### config.mk
export PLATFORM = sky130hd
export DESIGN_NAME = usb_in_nak_status
export DESIGN_NICKNAME = d
export VERILOG_FILES = /design/src/rtl/usb_nak_pkg.sv /design/src/rtl/nak_ready_arm.sv /design/src/rtl/nak_in_responder.sv /design/src/rtl/nak_flag_bank.sv /design/src/rtl/usb_in_nak_status.sv
export SDC_FILE = /design/constraint.sdc
export NUM_CORES = 1
export LEC_CHECK = 0
export ABC_AREA = 1
export BUFFER_PORTS_ARGS = -buffer_cell sky130_fd_sc_hd__buf_2
export CAP_MARGIN = 0
export CELL_PAD_IN_SITES_DETAIL_PLACEMENT = 0
export CELL_PAD_IN_SITES_GLOBAL_PLACEMENT = 1
export CORE_ASPECT_RATIO = 0.9
export CORE_MARGIN = 2
export CORE_UTILIZATION = 23
export CTS_CLUSTER_DIAMETER = 50
export CTS_CLUSTER_SIZE = 10
export DETAILED_ROUTE_END_ITERATION = 6
export PLACE_DENSITY_LB_ADDON = 0.25
export SLEW_MARGIN = 20
export SYNTH_ARGS = -nofsm -noshare
export SYNTH_HDL_FRONTEND = slang
export SYNTH_SLANG_ARGS = --single-unit
export TNS_END_PERCENT = 50
### constraint.sdc
create_clock -name clk -period 1 [get_ports clk]
set_clock_uncertainty 0.15 [all_clocks]
set_input_delay 0.05 -clock clk [delete_from_list [all_inputs] [get_ports clk]]
set_output_delay 0.05 -clock clk [all_outputs]
set_load 0.05 [all_outputs]
### src/rtl/usb_nak_pkg.sv
// Package: shared sizes and the pairing helper used by the NAK status block.
// Assumes endpoints are numbered from 0 and pairs are formed as (2k, 2k+1).
package usb_nak_pkg;
    localparam int unsigned NUM_EP_DEF = 5;
    localparam int unsigned EP_W_DEF   = 3;
    localparam int unsigned REG_W_DEF  = 8;

    // True when endpoint idx is the even member of a complete pair.
    function automatic bit is_even_paired(input int unsigned idx, input int unsigned n_ep);
        return ((idx % 2) == 0) && ((idx + 1) < n_ep);
    endfunction

    // True when endpoint idx is the odd member of a pair.
    function automatic bit is_odd_paired(input int unsigned idx);
        return (idx % 2) == 1;
    endfunction
endpackage

### src/rtl/nak_ready_arm.sv
// Module: per-endpoint "FIFO armed" bits.
// A size-register strobe arms an endpoint. A host handshake disarms it.
// The strobe has priority when both hit the same endpoint in one cycle.
// Assumes hs_ep values at or above NUM_EP touch nothing.
module nak_ready_arm #(
    parameter int unsigned NUM_EP = usb_nak_pkg::NUM_EP_DEF,
    parameter int unsigned EP_W   = usb_nak_pkg::EP_W_DEF
) (
    input  logic              clk,
    input  logic              rst_n,
    input  logic [NUM_EP-1:0] size_wr,
    input  logic              hs_valid,
    input  logic [EP_W-1:0]   hs_ep,
    output logic [NUM_EP-1:0] armed
);
    for (genvar e = 0; e < NUM_EP; e++) begin : g_ep
        logic hs_hit;

        // Decode whether the handshake targets this endpoint.
        always_comb hs_hit = hs_valid && (hs_ep == EP_W'(e));

        // Hold the armed state: set by a size write, cleared by a handshake.
        always_ff @(posedge clk) begin
            if (!rst_n) begin
                armed[e] <= 1'b0;
            end else if (size_wr[e]) begin
                armed[e] <= 1'b1;
            end else if (hs_hit) begin
                armed[e] <= 1'b0;
            end
        end
    end
endmodule

### src/rtl/nak_in_responder.sv
// Module: answers IN tokens and reports NAK events per endpoint.
// The response is registered, so it appears one cycle after the token.
// A token to an endpoint number at or above NUM_EP gets no response.
// Assumes at most one token per cycle.
module nak_in_responder #(
    parameter int unsigned NUM_EP = usb_nak_pkg::NUM_EP_DEF,
    parameter int unsigned EP_W   = usb_nak_pkg::EP_W_DEF
) (
    input  logic              clk,
    input  logic              rst_n,
    input  logic              in_tok_valid,
    input  logic [EP_W-1:0]   in_tok_ep,
    input  logic [NUM_EP-1:0] armed,
    output logic [NUM_EP-1:0] nak_hit,
    output logic              resp_valid,
    output logic              resp_ack
);
    logic tok_in_range;
    logic sel_armed;

    // Qualify the token and pick the armed bit of the addressed endpoint.
    always_comb begin
        tok_in_range = in_tok_valid && (32'(in_tok_ep) < NUM_EP);
        sel_armed    = 1'b0;
        for (int e = 0; e < NUM_EP; e++) begin
            if (in_tok_ep == EP_W'(e)) sel_armed = armed[e];
        end
    end

    // One NAK-event line per endpoint, used by the flag bank.
    for (genvar e = 0; e < NUM_EP; e++) begin : g_hit
        always_comb nak_hit[e] = in_tok_valid && (in_tok_ep == EP_W'(e)) && !armed[e];
    end

    // Register the response toward the serial engine.
    always_ff @(posedge clk) begin
        if (!rst_n) begin
            resp_valid <= 1'b0;
            resp_ack   <= 1'b0;
        end else begin
            resp_valid <= tok_in_range;
            resp_ack   <= tok_in_range && sel_armed;
        end
    end
endmodule

### src/rtl/nak_flag_bank.sv
// Module: the sticky NAK flag register.
// A CPU write clears each flag bit written as 0. A NAK set beats a clear
// in the same cycle. In paired mode the even flag of each pair is held
// at 0 and its NAKs go to the odd flag. Bits at or above NUM_EP are
// constant 0.
module nak_flag_bank #(
    parameter int unsigned NUM_EP = usb_nak_pkg::NUM_EP_DEF,
    parameter int unsigned REG_W  = usb_nak_pkg::REG_W_DEF
) (
    input  logic              clk,
    input  logic              rst_n,
    input  logic [NUM_EP-1:0] nak_hit,
    input  logic              pair_mode,
    input  logic              cpu_wr,
    input  logic [REG_W-1:0]  cpu_wdata,
    output logic [REG_W-1:0]  flags
);
    for (genvar i = 0; i < REG_W; i++) begin : g_bit
        if (i >= NUM_EP) begin : g_rsvd
            // Reserved bit: reads 0 and ignores writes.
            always_comb flags[i] = 1'b0;
        end else begin : g_live
            localparam bit EVEN_P = usb_nak_pkg::is_even_paired(i, NUM_EP);
            localparam bit ODD_P  = usb_nak_pkg::is_odd_paired(i);
            logic set_ev;
            logic clr_ev;
            logic hold0;

            if (ODD_P) begin : g_odd
                // Odd flag collects its partner's NAKs in paired mode.
                always_comb set_ev = nak_hit[i] || (pair_mode && nak_hit[i-1]);
            end else begin : g_even
                // Even flag takes only its own NAKs, and none in paired mode.
                always_comb set_ev = nak_hit[i] && !(pair_mode && EVEN_P);
            end

            // Clear on a written 0. Even paired bits are held at 0 in paired mode.
            always_comb begin
                clr_ev = cpu_wr && !cpu_wdata[i];
                hold0  = pair_mode && EVEN_P;
            end

            // Flag state: set has priority over a CPU clear.
            always_ff @(posedge clk) begin
                if (!rst_n) begin
                    flags[i] <= 1'b0;
                end else if (hold0) begin
                    flags[i] <= 1'b0;
                end else if (set_ev) begin
                    flags[i] <= 1'b1;
                end else if (clr_ev) begin
                    flags[i] <= 1'b0;
                end
            end
        end
    end
endmodule

### src/rtl/usb_in_nak_status.sv
// Module: top of the IN-endpoint readiness and NAK flag block.
// Joins the arming bits, the token responder and the flag bank.
// Raises irq when an enabled flag is set.
// Assumes the CPU read path is combinational from the flag register.
module usb_in_nak_status #(
    parameter int unsigned NUM_EP = usb_nak_pkg::NUM_EP_DEF,
    parameter int unsigned EP_W   = usb_nak_pkg::EP_W_DEF,
    parameter int unsigned REG_W  = usb_nak_pkg::REG_W_DEF
) (
    input  logic              clk,
    input  logic              rst_n,
    input  logic [NUM_EP-1:0] size_wr,
    input  logic              hs_valid,
    input  logic [EP_W-1:0]   hs_ep,
    input  logic              in_tok_valid,
    input  logic [EP_W-1:0]   in_tok_ep,
    output logic              resp_valid,
    output logic              resp_ack,
    input  logic              pair_mode,
    input  logic              cpu_wr,
    input  logic [REG_W-1:0]  cpu_wdata,
    output logic [REG_W-1:0]  cpu_rdata,
    input  logic [NUM_EP-1:0] irq_en,
    output logic              irq
);
    logic [NUM_EP-1:0] armed;
    logic [NUM_EP-1:0] nak_hit;
    logic [REG_W-1:0]  flags;

    nak_ready_arm #(.NUM_EP(NUM_EP), .EP_W(EP_W)) u_arm (
        .clk(clk), .rst_n(rst_n), .size_wr(size_wr),
        .hs_valid(hs_valid), .hs_ep(hs_ep), .armed(armed)
    );

    nak_in_responder #(.NUM_EP(NUM_EP), .EP_W(EP_W)) u_resp (
        .clk(clk), .rst_n(rst_n), .in_tok_valid(in_tok_valid),
        .in_tok_ep(in_tok_ep), .armed(armed), .nak_hit(nak_hit),
        .resp_valid(resp_valid), .resp_ack(resp_ack)
    );

    nak_flag_bank #(.NUM_EP(NUM_EP), .REG_W(REG_W)) u_flags (
        .clk(clk), .rst_n(rst_n), .nak_hit(nak_hit), .pair_mode(pair_mode),
        .cpu_wr(cpu_wr), .cpu_wdata(cpu_wdata), .flags(flags)
    );

    // Expose the flags and form the interrupt from the enabled ones.
    always_comb begin
        cpu_rdata = flags;
        irq       = |(flags[NUM_EP-1:0] & irq_en);
    end
endmodule

==> metrics.txt <==
drt total wl 1.75 mm; core area between 2000 and 2500 um2; RSZ-0062 raised after global routing yes; layout cells sized above 1 between 40% and 50%; Die ar. roughly 3000 um2; PortBufs 34; first-pass GRT wire length ~2.8 mm; hold crit path type in2reg; commonest cells after routing, fill and taps aside buf_2 (26), nand2_1 (16), dlygate4sd3_1 (14), nor2_1 (10), buf_4 (8); Power Dens Cells approximately 1100 nW/um2; initial antenna violation count 0; Synth warnings 0; RR Startpoint u_arm.armed[0]; commonest non-fill, non-tap cell in the layout buf_2; Yosys top cell area share roughly two fifths; Syn Area/Cell 6.83 um2; height of the die roughly 52 um; std cell rows 17; Gate Count Post-Synth 87; outcome complete, but fails checks; H-tree depth 1; Placer Congestion approximately 0.67; Detailed Routing Iterations Pass 1 2; total power draw between 1 and 1.5 mW; Iter 0 DRT Violations 12; clk root buf clkbuf_4; CP Class reg2out; final setup margin -367 ps; Fin Setup TNS -744 ps; Die W 57.6 um; post-layout instance area 1130 um2; area post-placement roughly 850 um2; GRT overflow 0; Cell variety after synth 19; Worst Hold End u_resp.resp_ack; Seq/Total Area, Yosys between 40% and 50%; Req. time, crit path 800 ps; Sw Share 29.7%; Slew Viols, Final 0; hold slack -87.0 ps; worst skew pair latency 280 ps; worst reg2reg setup slack approximately 10 ps; crit path DAT around 1200 ps; Leak 0.528 nW; Max VDD drop slightly above 0.0005 V; Hold Crit Depth 3; starting density of the core between 20% and 30%; DR vias between 700 and 800; number of clock buffers inserted by TritonCTS 3; largest net degree at the start of global routing 8; CTS max path bufs 2; post-synthesis cell area around 590 um2; Crit. End Element output pin; Flop pwr share between 40% and 50%; Routed WL per cell just over 10 um; Antenna diodes 0; Num Clock Sinks 12; Critical Path Fanout Max 3; Total Nets Final 176; hold wc startpoint in_tok_ep[2]; Layout area overhead 90.9%; clk slew on worst S/H paths roughly 90 ps; Pint 868 uW; vias in the first global route about 740; Via density 4.36; Final Hold Viols 10; Max Cap Viol 0; Gate power share roughly 26%; Remaining DRCs 0; # setup viols final 6; num ports a little over 40; Synth area leaders dfxtp_1 (40%), nand2_1 (12%), nor2_1 (7.6%); post-route ant nets 0; Final min period ~1400 ps; dominant cell type by area after synthesis dfxtp_1; period utilisation layout 137%; GR Util All Layers ~12%; reg2reg path depth 5; number of synthesized register bits 12; Net Sw Power ~370 uW; Post-CTS Setup Bufs 0; R2R Path End u_flags.flags[1]; Clock power frac between 30% and 40%; CP Launch Type register; violated checks negative hold slack, negative setup slack; Fmax approximately 730 MHz; hpwl dp about 1.3 mm; CTS tree built
worst max-delay path by stage:
stage,start,endpoint,slack [ps],depth (start not counted)
after floorplan,u_flags.flags[1],irq,-170,4
after global placement,u_flags.flags[1],irq,-150,5
after detailed placement,u_flags.flags[1],irq,-160,5
after CTS,u_flags.flags[1],irq,-380,5
after global routing,u_flags.flags[0],irq,-460,5
final,u_flags.flags[0],irq,-370,5
synth_stat cells (all sizes together):
cell type	count
a221oi	1
nor2	13
o22ai	1
o21ai	7
nand3	7
nand2	19
a31oi	1
nand4	1
a21oi	8
dfxtp	12
buf	3
or2	2
inv	9
conb	1
nor3	2
per-layer routing:
| layer | up-vias | track usage, % | wire length [um] |
|---|---|---|---|
| li1 | 396 | - | - |
| met1 | 324 | 13.1 | 719 |
| met5 | - | 0 | 0 |
| met4 | 0 | 4.65 | 21 |
| met2 | 32 | 24.4 | 866 |
| met3 | 2 | 2.22 | 138 |
registers in the layout, summed over array words and instances, names as in the netlist:
| name | count |
|---|---|
| u_flags.flags | 5 |
| u_arm.armed | 5 |
| u_resp.resp_ack | 1 |
| u_resp.resp_valid | 1 |
power groups by stage:
| stage | combinational (mW) | clock [mW] | sequential [mW] |
|---|---|---|---|
| after detailed placement | 0.241 | 0 | 0.520 |
| final | 0.316 | 0.406 | 0.513 |
| after floorplan | 0.113 | 0 | 0.547 |
| after CTS | 0.303 | 0.425 | 0.512 |
| after global placement | 0.237 | 0 | 0.520 |
| after global routing | 0.348 | 0.431 | 0.517 |
kinds of logic (layout without fill, tap and decap cells):
logic type / Yosys count / count (layout) / share of synthesized area, %
AOI/OAI and AO/OA: 18 / 18 / 17.3
and+or+nand+nor: 44 / 44 / 32.2
DFF: 12 / 12 / 40.4
buffers and inverters: 12 / 68 / 9.47
other: 1 / 3 / 0.631
layout make-up:
cell class	instances	area, um2
sequential	12	258
multi-input combinational	65	352
fill	266	1310
timing repair buffer	55	420
inverter	9	33.8
tap	28	35.0
clock buffer	4	36.3
worst max-delay path: stages (launching register included):
cell and delay [ps]:
dfxtp_4 360, nand2_2 50, nand2_2 50, a221oi_2 190, nand2_2 80, buf_8 150
metrics by stage:
stage	worst slack, ps	utilization [%]	instances	hold WS, ps
floorplan	-174	-	89	11.7
global placement	-152	34.8	155	104
detailed placement	-159	34.8	155	113
CTS	-380	45.0	174	-93.5
global route	-459	46.4	173	-72.0
finish	-367	46.4	173	-87.0
timing repair:
item | CTS | global route
hold buffers | 15 | 5
pin swaps | 1 | 7
gates resized for setup | 21 | 17
setup endpoints to repair | 11 | 18
hold endpoints to repair | 12 | 6
(Power assumes the default switching activity.)
